$ cat config.mk
export PLATFORM = sky130hd
export DESIGN_NAME = phy_pwr_seq
export DESIGN_NICKNAME = d
export VERILOG_FILES = /design/src/rtl/phy_seq_pkg.sv /design/src/rtl/seq_rst_sync.sv /design/src/rtl/seq_bit_sync.sv /design/src/rtl/seq_wait_timer.sv /design/src/rtl/seq_ctrl_fsm.sv /design/src/rtl/phy_pwr_seq.sv
export SDC_FILE = /design/constraint.sdc
export NUM_CORES = 1
export LEC_CHECK = 0
export ABC_AREA = 1
export BUFFER_PORTS_ARGS = -buffer_cell sky130_fd_sc_hd__buf_2
export CAP_MARGIN = 10
export CORE_MARGIN = 2
export CORE_UTILIZATION = 59
export DETAILED_ROUTE_END_ITERATION = 10
export PLACE_DENSITY = 0.9
export SLEW_MARGIN = 20
export SYNTH_ARGS = -nofsm -noshare
export SYNTH_HDL_FRONTEND = slang
export SYNTH_HIERARCHICAL = 1
export SYNTH_SLANG_ARGS = --single-unit
$ cat constraint.sdc
create_clock -name clk -period 1 [get_ports clk]
set_input_delay 0.15 -clock clk [delete_from_list [all_inputs] [get_ports clk]]
set_output_delay 0.15 -clock clk [all_outputs]
set_load 0.01 [all_outputs]
$ cat src/rtl/phy_seq_pkg.sv
package phy_seq_pkg;

  typedef enum logic [2:0] {
    ST_IDLE   = 3'd0,
    ST_LOW    = 3'd1,
    ST_SETTLE = 3'd2,
    ST_CAL    = 3'd3,
    ST_LOCK   = 3'd4
  } seq_state_e;

  typedef enum logic [1:0] {
    ERR_NONE = 2'd0,
    ERR_CAL  = 2'd1,
    ERR_DLL  = 2'd2
  } seq_err_e;

endpackage

$ cat src/rtl/seq_rst_sync.sv
module seq_rst_sync (
  input  logic clk,
  input  logic arst_n,
  output logic srst_n
);

  logic [1:0] stage_q;

  always_ff @(posedge clk or negedge arst_n) begin
    if (!arst_n) begin
      stage_q <= 2'b00;
    end else begin
      stage_q <= {stage_q[0], 1'b1};
    end
  end

  assign srst_n = stage_q[1];

endmodule

$ cat src/rtl/seq_bit_sync.sv
module seq_bit_sync #(
  parameter int NBITS  = 2,
  parameter int STAGES = 2
) (
  input  logic             clk,
  input  logic             rst_n,
  input  logic [NBITS-1:0] d_i,
  output logic [NBITS-1:0] q_o
);

  genvar b;
  generate
    for (b = 0; b < NBITS; b++) begin : g_bit
      logic [STAGES-1:0] chain_q;
      always_ff @(posedge clk or negedge rst_n) begin
        if (!rst_n) begin
          chain_q <= '0;
        end else begin
          chain_q <= {chain_q[STAGES-2:0], d_i[b]};
        end
      end
      assign q_o[b] = chain_q[STAGES-1];
    end
  endgenerate

endmodule

$ cat src/rtl/seq_wait_timer.sv
module seq_wait_timer #(
  parameter int CNT_W = 8
) (
  input  logic             clk,
  input  logic             rst_n,
  input  logic             clr_i,
  input  logic             en_i,
  input  logic [CNT_W-1:0] limit_i,
  output logic             expired_o
);

  logic [CNT_W-1:0] cnt_q;
  logic [CNT_W-1:0] cnt_d;
  logic             cnt_we;

  assign expired_o = (cnt_q == limit_i - 1'b1);

  always_comb begin
    cnt_we = 1'b0;
    cnt_d  = cnt_q;
    if (clr_i) begin
      cnt_we = 1'b1;
      cnt_d  = '0;
    end else if (en_i && !expired_o) begin
      cnt_we = 1'b1;
      cnt_d  = cnt_q + 1'b1;
    end
  end

  always_ff @(posedge clk or negedge rst_n) begin
    if (!rst_n) begin
      cnt_q <= '0;
    end else if (cnt_we) begin
      cnt_q <= cnt_d;
    end
  end


  no_overflow_chk: assert property (@(posedge clk) disable iff (!rst_n)
    en_i |-> (cnt_q < limit_i));

endmodule

$ cat src/rtl/seq_ctrl_fsm.sv
module seq_ctrl_fsm
  import phy_seq_pkg::*;
#(
  parameter int CNT_W      = 8,
  parameter int SETTLE_CYC = 30,
  parameter int CAL_CYC    = 50,
  parameter int LOCK_CYC   = 110
) (
  input  logic             clk,
  input  logic             rst_n,
  input  logic             on_req_i,
  input  logic             off_req_i,
  input  logic             cal_ok_i,
  input  logic             lock_ok_i,
  input  logic             tmr_exp_i,
  output logic             tmr_clr_o,
  output logic             tmr_en_o,
  output logic [CNT_W-1:0] tmr_limit_o,
  output logic             pdb_o,
  output logic             dll_en_o,
  output logic             busy_o,
  output logic             done_o,
  output seq_err_e         err_o
);

  seq_state_e state_q, state_d;
  logic       pdb_q, pdb_d;
  logic       dll_en_q, dll_en_d;
  logic       busy_q, busy_d;
  logic       done_q, done_d;
  seq_err_e   err_q, err_d;
  logic       is_on_q, is_on_d;
  logic       accept;

  assign accept = (state_q == ST_IDLE) && (on_req_i || off_req_i);

  always_comb begin
    unique case (state_q)
      ST_SETTLE: tmr_limit_o = CNT_W'(SETTLE_CYC);
      ST_CAL:    tmr_limit_o = CNT_W'(CAL_CYC);
      ST_LOCK:   tmr_limit_o = CNT_W'(LOCK_CYC);
      default:   tmr_limit_o = CNT_W'(SETTLE_CYC);
    endcase
  end

  assign tmr_en_o = (state_q == ST_SETTLE) || (state_q == ST_CAL) ||
                    (state_q == ST_LOCK);

  always_comb begin
    state_d   = state_q;
    pdb_d     = pdb_q;
    dll_en_d  = dll_en_q;
    busy_d    = busy_q;
    done_d    = done_q;
    err_d     = err_q;
    is_on_d   = is_on_q;
    tmr_clr_o = 1'b0;
    unique case (state_q)
      ST_IDLE: begin
        if (accept) begin
          state_d  = ST_LOW;
          pdb_d    = 1'b0;
          dll_en_d = 1'b0;
          busy_d   = 1'b1;
          done_d   = 1'b0;
          err_d    = ERR_NONE;
          is_on_d  = on_req_i && !off_req_i;
        end
      end
      ST_LOW: begin
        if (is_on_q) begin
          state_d   = ST_SETTLE;
          tmr_clr_o = 1'b1;
        end else begin
          state_d = ST_IDLE;
          busy_d  = 1'b0;
          done_d  = 1'b1;
        end
      end
      ST_SETTLE: begin
        if (tmr_exp_i) begin
          state_d   = ST_CAL;
          pdb_d     = 1'b1;
          tmr_clr_o = 1'b1;
        end
      end
      ST_CAL: begin
        if (tmr_exp_i) begin
          if (cal_ok_i) begin
            state_d   = ST_LOCK;
            dll_en_d  = 1'b1;
            tmr_clr_o = 1'b1;
          end else begin
            state_d = ST_IDLE;
            busy_d  = 1'b0;
            err_d   = ERR_CAL;
          end
        end
      end
      ST_LOCK: begin
        if (tmr_exp_i) begin
          state_d = ST_IDLE;
          busy_d  = 1'b0;
          if (lock_ok_i) begin
            done_d = 1'b1;
          end else begin
            err_d = ERR_DLL;
          end
        end
      end
      default: begin
        state_d = ST_IDLE;
        busy_d  = 1'b0;
      end
    endcase
  end

  always_ff @(posedge clk or negedge rst_n) begin
    if (!rst_n) begin
      state_q  <= ST_IDLE;
      pdb_q    <= 1'b0;
      dll_en_q <= 1'b0;
      busy_q   <= 1'b0;
      done_q   <= 1'b0;
      err_q    <= ERR_NONE;
      is_on_q  <= 1'b0;
    end else begin
      state_q  <= state_d;
      pdb_q    <= pdb_d;
      dll_en_q <= dll_en_d;
      busy_q   <= busy_d;
      done_q   <= done_d;
      err_q    <= err_d;
      is_on_q  <= is_on_d;
    end
  end

  assign pdb_o    = pdb_q;
  assign dll_en_o = dll_en_q;
  assign busy_o   = busy_q;
  assign done_o   = done_q;
  assign err_o    = err_q;


  accept_low_chk: assert property (@(posedge clk) disable iff (!rst_n)
    accept |=> (!pdb_q && !dll_en_q && busy_q && !done_q && (err_q == ERR_NONE)));


  dll_after_cal_chk: assert property (@(posedge clk) disable iff (!rst_n)
    $rose(dll_en_q) |-> $past(cal_ok_i));


  dll_needs_pdb_chk: assert property (@(posedge clk) disable iff (!rst_n)
    dll_en_q |-> pdb_q);


  done_hold_chk: assert property (@(posedge clk) disable iff (!rst_n)
    (done_q && !accept) |=> done_q);


  err_hold_chk: assert property (@(posedge clk) disable iff (!rst_n)
    ((err_q != ERR_NONE) && !accept) |=> $stable(err_q));


  busy_excl_chk: assert property (@(posedge clk) disable iff (!rst_n)
    busy_q |-> (!done_q && (err_q == ERR_NONE)));


  cal_fail_chk: assert property (@(posedge clk) disable iff (!rst_n)
    $rose(err_q == ERR_CAL) |-> (pdb_q && !dll_en_q && !busy_q));

endmodule

$ cat src/rtl/phy_pwr_seq.sv
module phy_pwr_seq
  import phy_seq_pkg::*;
#(
  parameter int CLK_MHZ   = 10,
  parameter int SETTLE_US = 3,
  parameter int CAL_US    = 5,
  parameter int LOCK_US   = 11
) (
  input  logic       clk,
  input  logic       rst_n,
  input  logic       pwr_on_req,
  input  logic       pwr_off_req,
  input  logic       cal_done_i,
  input  logic       dll_rdy_i,
  output logic       phy_pdb_o,
  output logic       phy_dll_en_o,
  output logic       busy_o,
  output logic       done_o,
  output logic [1:0] err_o
);

  localparam int SETTLE_CYC = SETTLE_US * CLK_MHZ;
  localparam int CAL_CYC    = CAL_US * CLK_MHZ;
  localparam int LOCK_CYC   = LOCK_US * CLK_MHZ;
  localparam int MAX_AB     = (SETTLE_CYC > CAL_CYC) ? SETTLE_CYC : CAL_CYC;
  localparam int MAX_CYC    = (MAX_AB > LOCK_CYC) ? MAX_AB : LOCK_CYC;
  localparam int CNT_W      = $clog2(MAX_CYC + 1);

  logic             srst_n;
  logic [1:0]       stat_raw;
  logic [1:0]       stat_sync;
  logic             tmr_clr;
  logic             tmr_en;
  logic             tmr_exp;
  logic [CNT_W-1:0] tmr_limit;
  seq_err_e         err_e;

  seq_rst_sync u_rst (
    .clk    (clk),
    .arst_n (rst_n),
    .srst_n (srst_n)
  );

  assign stat_raw = {dll_rdy_i, cal_done_i};

  seq_bit_sync #(.NBITS(2), .STAGES(2)) u_sync (
    .clk   (clk),
    .rst_n (srst_n),
    .d_i   (stat_raw),
    .q_o   (stat_sync)
  );

  seq_wait_timer #(.CNT_W(CNT_W)) u_tmr (
    .clk       (clk),
    .rst_n     (srst_n),
    .clr_i     (tmr_clr),
    .en_i      (tmr_en),
    .limit_i   (tmr_limit),
    .expired_o (tmr_exp)
  );

  seq_ctrl_fsm #(
    .CNT_W      (CNT_W),
    .SETTLE_CYC (SETTLE_CYC),
    .CAL_CYC    (CAL_CYC),
    .LOCK_CYC   (LOCK_CYC)
  ) u_fsm (
    .clk         (clk),
    .rst_n       (srst_n),
    .on_req_i    (pwr_on_req),
    .off_req_i   (pwr_off_req),
    .cal_ok_i    (stat_sync[0]),
    .lock_ok_i   (stat_sync[1]),
    .tmr_exp_i   (tmr_exp),
    .tmr_clr_o   (tmr_clr),
    .tmr_en_o    (tmr_en),
    .tmr_limit_o (tmr_limit),
    .pdb_o       (phy_pdb_o),
    .dll_en_o    (phy_dll_en_o),
    .busy_o      (busy_o),
    .done_o      (done_o),
    .err_o       (err_e)
  );

  assign err_o = err_e;

endmodule

==> reports/results.ini, run 1 <==
[run_status]
status=finished, violations left
violations=negative setup slack

[clocking]
numCtsBuffers=3
clock_latency_ps=340
clk_pin_slew_worst_paths_ps=140
clockBufferDepth=2
cts-htree-levels=1
cts_tree=yes
cts.root.buffer_cell=clkbuf_4
cts_sinks=23

[synth]
synth-seq-cells=23
async_flop_share_pct=100
synth-seq-area-share_pct=35.9
synth_warnings=6
synth_nets=232
synth_edf_count=0
post_synth.cell_area_avg_um2=7.15
syn_inst=224
synthesis.area_um2=1600
synth_cell_type_count=28
dominantRegCellSynth=dfrtp_1

[sta]
slew_violations=0
rsz0062_at_grt=yes
fin_crit_sh_pct=232
hold_viol=0
layout_setup_ws_ps=-1320
max_freq_mhz=432
setup-tns-final_ps=-20610
clock_skew_ps=10.2
finalSetupViolations=23
layout_min_cycle_time_ps=2320

[worst_setup_path]
crit_type=reg2reg
endpoint_kind=flip-flop
critical_path_required_ps=1230
path_max_fanout=7
startpoint_type=flip-flop
r2r_slack_ps=-1320
cp.arrival_ps=2540

[placement]
port_buffers=11
dp_hpwl_mm=3.03
dp_slack_ps=-1210
place_area_um2=1950
dp.cells=295
gp_congestion=0.958

[routing]
via_per_inst=6.41
drt_first_pass_iters=5
wl_per_cell_um=21.3
drt_iter0_markers=260
vias=2123
route.detailed.drc=0
final_antenna_net_count=0
wirelength_mm=7.04

[power_and_ir_drop]
power.share.clock_pct=8.5
peakVddDrop_uv=2490
powerDensity_nw_per_um2=2340
switchingPower_mw=2.66
pwr-share-comb_pct=66.9
power_frac_seq_pct=24.7
internal_power_mw=2.92
p_sw_share_pct=47.7
p_leak_nw=1.36
p_total_mw=5.57

[layout]
drive_above_1_share_pct=45.2
regArea_um2=579
final_nets=310
final-instance-count-excl-fill=331
nFillCells=76
diodes=0
multi_input_area_um2=936
fin_area_um2=2390
area_growth_pct=49.1

[die]
initial_core_util_pct=63.5
ios=12
die_width_um=56.1
core-area_um2=2520
row_count=18
dieArea_um2=3150
die_h_um=56.1

[global_route]
grt.overflow.total=0
grt_pass1_vias=1854
antenna_found_initial=0
grt_pass1_wl_mm=8.39
track_usage_pct=34.7
grt_max_degree=14

[job]
maxCapViolations=0

[hold_path]
min_path_type=in2reg

## registers in the layout (all words and copies together) (netlist names)
register and flops:
u_fsm/pdb_o 1, u_sync/g_bit.chain_q 4, u_fsm/is_on_q 1, u_rst/stage_q 2, u_fsm/dll_en_o 1, u_fsm/err_o 2
u_tmr/cnt_q 7, u_fsm/done_o 1, u_fsm/busy_o 1, u_fsm/state_q 3
## power groups by stage
stage | Sequential (mW) | Combinational, mW | Clock [mW]
after floorplan | 1.32 | 1.64 | 0
after global placement | 1.32 | 2.26 | 0
final | 1.38 | 3.73 | 0.472
after global routing | 1.38 | 3.86 | 0.508
after detailed placement | 1.34 | 2.36 | 0
after CTS | 1.33 | 2.99 | 0.464
## cell usage after synthesis, drive strengths merged, types with 2 or more instances
cell type  number  share of area, %
nand2          73                19
inv            35               8.4
nand3          30                11
nor2           24               7.6
dfrtp          23                36
buf            11               5.5
nand4          10               3.9
xor2            4               2.2
conb            3              0.70
o21ai           3              0.94
a21oi           2              0.86
ha              2               1.6
## placed cells by master, fill, tap and decap left out, types with 6 or more instances in the layout
| master | Yosys | final |
|---|---|---|
| nand2_1 | 65 | 61 |
| buf_4 | 6 | 57 |
| inv_1 | 32 | 24 |
| dfrtp_1 | 23 | 20 |
| nor2_1 | 19 | 17 |
| nand3_1 | 25 | 16 |
| buf_2 | 2 | 11 |
| buf_6 | 3 | 11 |
| nand4_1 | 10 | 10 |
| nand3_2 | 5 | 10 |
| nand2_2 | 6 | 8 |
| inv_2 | 2 | 6 |
## stage by stage
stage / utilization, % / hold WS (ps)
2_1_floorplan: - / -146
3_5_place_dp: 77.2 / -64.7
4_1_cts: 89.0 / 48.2
5_1_grt: 94.6 / 69.2
3_3_place_gp: 77.2 / -63.3
6_report: 94.6 / 91.2
## path summary, 6_finish.rpt
kind | startpoint | end | cells past startpoint
setup reg to reg | u_fsm/state_q[0] | u_tmr/cnt_q[0] | 20
hold reg to reg | u_rst/stage_q[1] | u_fsm/err_o[1] | 0
min in group asynchronous | rst_n | u_rst/stage_q[0] | 2
max in group asynchronous | u_rst/stage_q[1] | u_sync/g_bit[1].chain_q[0] | 1
hold / removal | pwr_on_req | u_fsm/is_on_q | 3
setup / recovery | u_fsm/state_q[0] | u_tmr/cnt_q[0] | 20
## metal layers
metal	vias up	share of wire (%)	global-route usage, %
met5	-	0	0
met4	0	7.7	15.6
met3	76	14	5.81
met2	227	45	58.0
met1	970	34	43.9
li1	850	-	-
## critical path, cell delays in order, from the launching register on
cell and delay, ps:
dfrtp_2 500, nor2_8 150, nand2_4 100, inv_4 80
inv_2 30, nand2_1 50, nand2_1 80, inv_1 80
nand2_1 50, nand2_1 70, nand3_2 100, inv_2 80
nand2_4 50, inv_4 80, inv_6 40, a21oi_4 140
nand2_2 100, nand3_4 130, inv_6 70, nand4_1 110
nand2_1 90
## logic make-up (layout without fill, tap and decap cells)
kind of cell    count (synthesis)  after routing  share of synthesized area (%)
buf+inv                        46            123                           13.9
xor+xnor                        5              5                           2.73
flops                          23             23                           35.9
compound gates                  7              7                           3.44
fa+ha+maj                       2              2                           1.56
other cells                     3              3                          0.703
simple gates                  138            138                           41.7
## timing repair
item,4_1_cts,5_1_grt
cloned,1,0
resized for setup,30,14
setup endpoints to repair,23,23
hold endpoints to repair,5,0
hold buffers,4,0
buffers inserted,16,14
pin swaps,8,10
## final cells by class
cell class | instances | share of cell area (%)
well taps | 30 | 1.57
multi-input cells | 155 | 39.2
inverters | 35 | 6.34
flip-flops and latches | 23 | 24.3
clock inverters | 1 | 0.210
repair inverters | 1 | 0.367
repair buffers | 83 | 27.1
clock buffers | 3 | 0.943
(Power assumes the default switching activity.)
==> inputs of run 2 (changes only) <==
--- a/config.mk
+++ b/config.mk
@@ -6,12 +6,13 @@
 export NUM_CORES = 1
 export LEC_CHECK = 0
 export ABC_AREA = 1
-export BUFFER_PORTS_ARGS = -buffer_cell sky130_fd_sc_hd__buf_2
 export CAP_MARGIN = 10
 export CORE_MARGIN = 2
-export CORE_UTILIZATION = 59
+export CORE_UTILIZATION = 60
 export DETAILED_ROUTE_END_ITERATION = 10
-export PLACE_DENSITY = 0.9
+export DONT_BUFFER_PORTS = 1
+export MAX_ROUTING_LAYER = met4
+export PLACE_DENSITY = 0.88
 export SLEW_MARGIN = 20
 export SYNTH_ARGS = -nofsm -noshare
 export SYNTH_HDL_FRONTEND = slang
==> run 2 against run 1 <==
Fmax rose by 3.1%; combinational power shrank 22%; critical path depth did not move; the flow still finishes with violations (negative setup slack); first-iteration DRC count shrank 32%; core utilization is 6.8 points lower; non-clock buffer count is 27 lower; total power down 14%; clock skew about the same.
==> reports/results.ini, run 2 (synthesized netlist as in run 1, its figures left out) <==
[placement]
dp_slack_ps=-1140  ; was -1210 ps
place_area_um2=1890  ; was 1950 um^2
dp_hpwl_mm=2.94  ; was 3.03 mm
port_buffers=0  ; was 11
dp.cells=282  ; was 295
gp_congestion=0.936  ; was 0.958

[worst_setup_path]
endpoint_kind=flip-flop  ; unchanged
cpMaxStageDelayCell=dfrtp_2  ; unchanged
critical_path_required_ps=1220  ; was 1230 ps
cp.arrival_ps=2460  ; was 2540 ps
path_delay_family=simple AND/OR/NAND/NOR gates  ; unchanged
startpoint_type=flip-flop  ; unchanged
path_max_fanout=7  ; unchanged
crit_type=reg2reg  ; unchanged
crit_buf_inv=7  ; unchanged
path_cells=nor2_8, nand2_4, inv_4, inv_2, nand2_2, nand2_2, inv_2, nand2_1, nand2_1, nand3_2, inv_2, nand2_4, inv_4, inv_4, a21oi_4, nand2_2, nand3_4, inv_8, nand4_1, nand2_1  ; was nor2_8, nand2_4, inv_4, inv_2, nand2_1, nand2_1, inv_1, nand2_1, nand2_1, nand3_2, inv_2, nand2_4, inv_4, inv_6, a21oi_4, nand2_2, nand3_4, inv_6, nand4_1, nand2_1
max_stage_delay_ps=500  ; about the same

[clocking]
cts.root.buffer_cell=clkbuf_4  ; unchanged
cts-htree-levels=1  ; unchanged
clockBufferDepth=2  ; unchanged
clock_latency_ps=340  ; about the same
cts_sinks=23  ; unchanged
numCtsBuffers=3  ; unchanged
clk_pin_slew_worst_paths_ps=140  ; about the same
cts_tree=yes  ; unchanged

[global_route]
grt_pass1_vias=1728  ; was 1854
track_usage_pct=33.7  ; was 34.7%
met2_usage_pct=54.3  ; was 58.0%
grt_pass1_wl_mm=7.86  ; was 8.39 mm
grt_max_degree=15  ; was 14
grtUsageMet1_pct=39.4  ; was 43.9%
met3_usage_pct=8.84  ; was 5.81%
grt.overflow.total=0  ; unchanged
antenna_found_initial=0  ; unchanged
grt-busiest-layer=met2  ; unchanged

[sta]
rsz0062_at_grt=yes  ; unchanged
layout_min_cycle_time_ps=2250  ; was 2320 ps
finalHoldWorstSlack_ps=31.9  ; was 91.2 ps
finalSetupViolations=17  ; was 23
slew_violations=0  ; unchanged
fin_crit_sh_pct=225  ; was 232%
hold_viol=0  ; unchanged
setup-tns-final_ps=-18970  ; was -20610 ps
layout_setup_ws_ps=-1250  ; was -1320 ps
max_freq_mhz=445  ; was 432 MHz
clock_skew_ps=10.3  ; was 10.2 ps

[layout]
nFillCells=107  ; was 76
diodes=0  ; unchanged
largest_reg_flops=7  ; unchanged
largestRegisters=u_tmr/cnt_q: 7 flops, u_sync/g_bit.chain_q: 4 flops, u_fsm/state_q: 3 flops  ; unchanged
final-instance-count-excl-fill=304  ; was 331
fin_area_um2=2200  ; was 2390 um^2
top_register=u_tmr/cnt_q  ; unchanged
final_common_cell=nand2_1  ; unchanged
drive_above_1_share_pct=42.0  ; was 45.2%
final_nets=283  ; was 310
area_growth_pct=37.1  ; was 49.1%
utilization_pct=87.8  ; was 94.6%
final_cell_mix=nand2_1, buf_4, inv_1, dfrtp_1, nor2_1  ; unchanged

[power_and_ir_drop]
peakVddDrop_uv=1870  ; was 2490 uV
p_leak_nw=1.22  ; was 1.36 nW
pwr-share-comb_pct=60.7  ; was 66.9%
powerDensity_nw_per_um2=2180  ; was 2340 nW/um^2
p_sw_share_pct=48.1  ; was 47.7%
power.share.clock_pct=9.8  ; was 8.5%
p_total_mw=4.79  ; was 5.57 mW
switchingPower_mw=2.30  ; was 2.66 mW
internal_power_mw=2.49  ; was 2.92 mW
power_frac_seq_pct=29.5  ; was 24.7%

[hold_path]
min_path_type=in2async  ; was in2reg

[die]
die_h_um=55.7  ; was 56.1 um
row_count=18  ; unchanged
die_width_um=55.7  ; was 56.1 um
dieArea_um2=3100  ; was 3150 um^2
core-area_um2=2500  ; was 2520 um^2
initial_core_util_pct=64.1  ; was 63.5%
ios=12  ; unchanged

[run_status]
violations=negative setup slack  ; unchanged
status=finished, violations left  ; unchanged

[routing]
wirelength_mm=5.56  ; was 7.04 mm
vias=1798  ; was 2123
wl_per_cell_um=18.3  ; was 21.3 um
final_antenna_net_count=0  ; unchanged
drt_first_pass_iters=5  ; unchanged
route.detailed.drc=0  ; unchanged
via_per_inst=5.91  ; was 6.41
drt_iter0_markers=177  ; was 260

[job]
maxCapViolations=0  ; unchanged

==> run 2: cell types whose count changed in the layout (fill, tap and decap cells not counted), sizes merged <==
cell and delta:
buf -28, dlygate4sd3 +1
==> run 2: routing by layer <==
layer	up-vias	share of wire [%]	routed length, um
met5	-	0	0
met4	0	6.8	376
met3	41	9.3	519
met2	144	48	2690
met1	821	36	1980
li1	792	-	-
==> run 2: power groups by stage <==
stage	combinational (mW)	clock, mW	sequential (mW)
after floorplan	1.64	0	1.32
after global placement	2.13	0	1.38
after detailed placement	2.24	0	1.39
after CTS	2.48	0.457	1.38
after global routing	3.10	0.494	1.43
final	2.90	0.468	1.41
==> run 2: final cells by class <==
type	instances	area, um^2	area share [%]
Clock buffer	3	22.5	1.03
Clock inverter	1	5.00	0.228
Inverter	35	149	6.78
Multi-Input combinational cell	155	932	42.5
Sequential cell	23	579	26.4
Tap cell	30	37.5	1.71
Timing Repair Buffer	56	464	21.1
Timing Repair inverter	1	6.26	0.285
==> run 2: what timing repair did <==
item	4_1_cts	5_1_grt
hold endpoints to repair	5	0
pin swaps	11	15
cloned	1	0
hold buffers	5	0
setup buffers	6	7
setup endpoints to repair	17	17
resized for setup	23	18
==> run 2: worst paths after layout <==
check / start / end / slack [ps] / depth (start not counted)
setup / recovery: u_fsm/state_q[0] / u_tmr/cnt_q[3] / -1250 / 20
hold / removal: rst_n / u_rst/stage_q[0] / 30 / 1
setup reg to reg: u_fsm/state_q[0] / u_tmr/cnt_q[3] / -1250 / 20
hold reg to reg: u_rst/stage_q[1] / u_sync/g_bit[0].chain_q[0] / 150 / 0
max in group asynchronous: u_rst/stage_q[1] / u_fsm/state_q[0] / 430 / 1
min in group clk: pwr_on_req / u_fsm/busy_o / 250 / 5
==> run 2: worst reg2reg max path: stages (launching register included) <==
cell and delay [ps]:
dfrtp_2 500, nor2_8 140, nand2_4 90, inv_4 80, inv_2 50, nand2_2 60
nand2_2 50, inv_2 40, nand2_1 40, nand2_1 70, nand3_2 100, inv_2 110
nand2_4 60, inv_4 70, inv_4 50, a21oi_4 140, nand2_2 100, nand3_4 120
inv_8 60, nand4_1 110, nand2_1 100
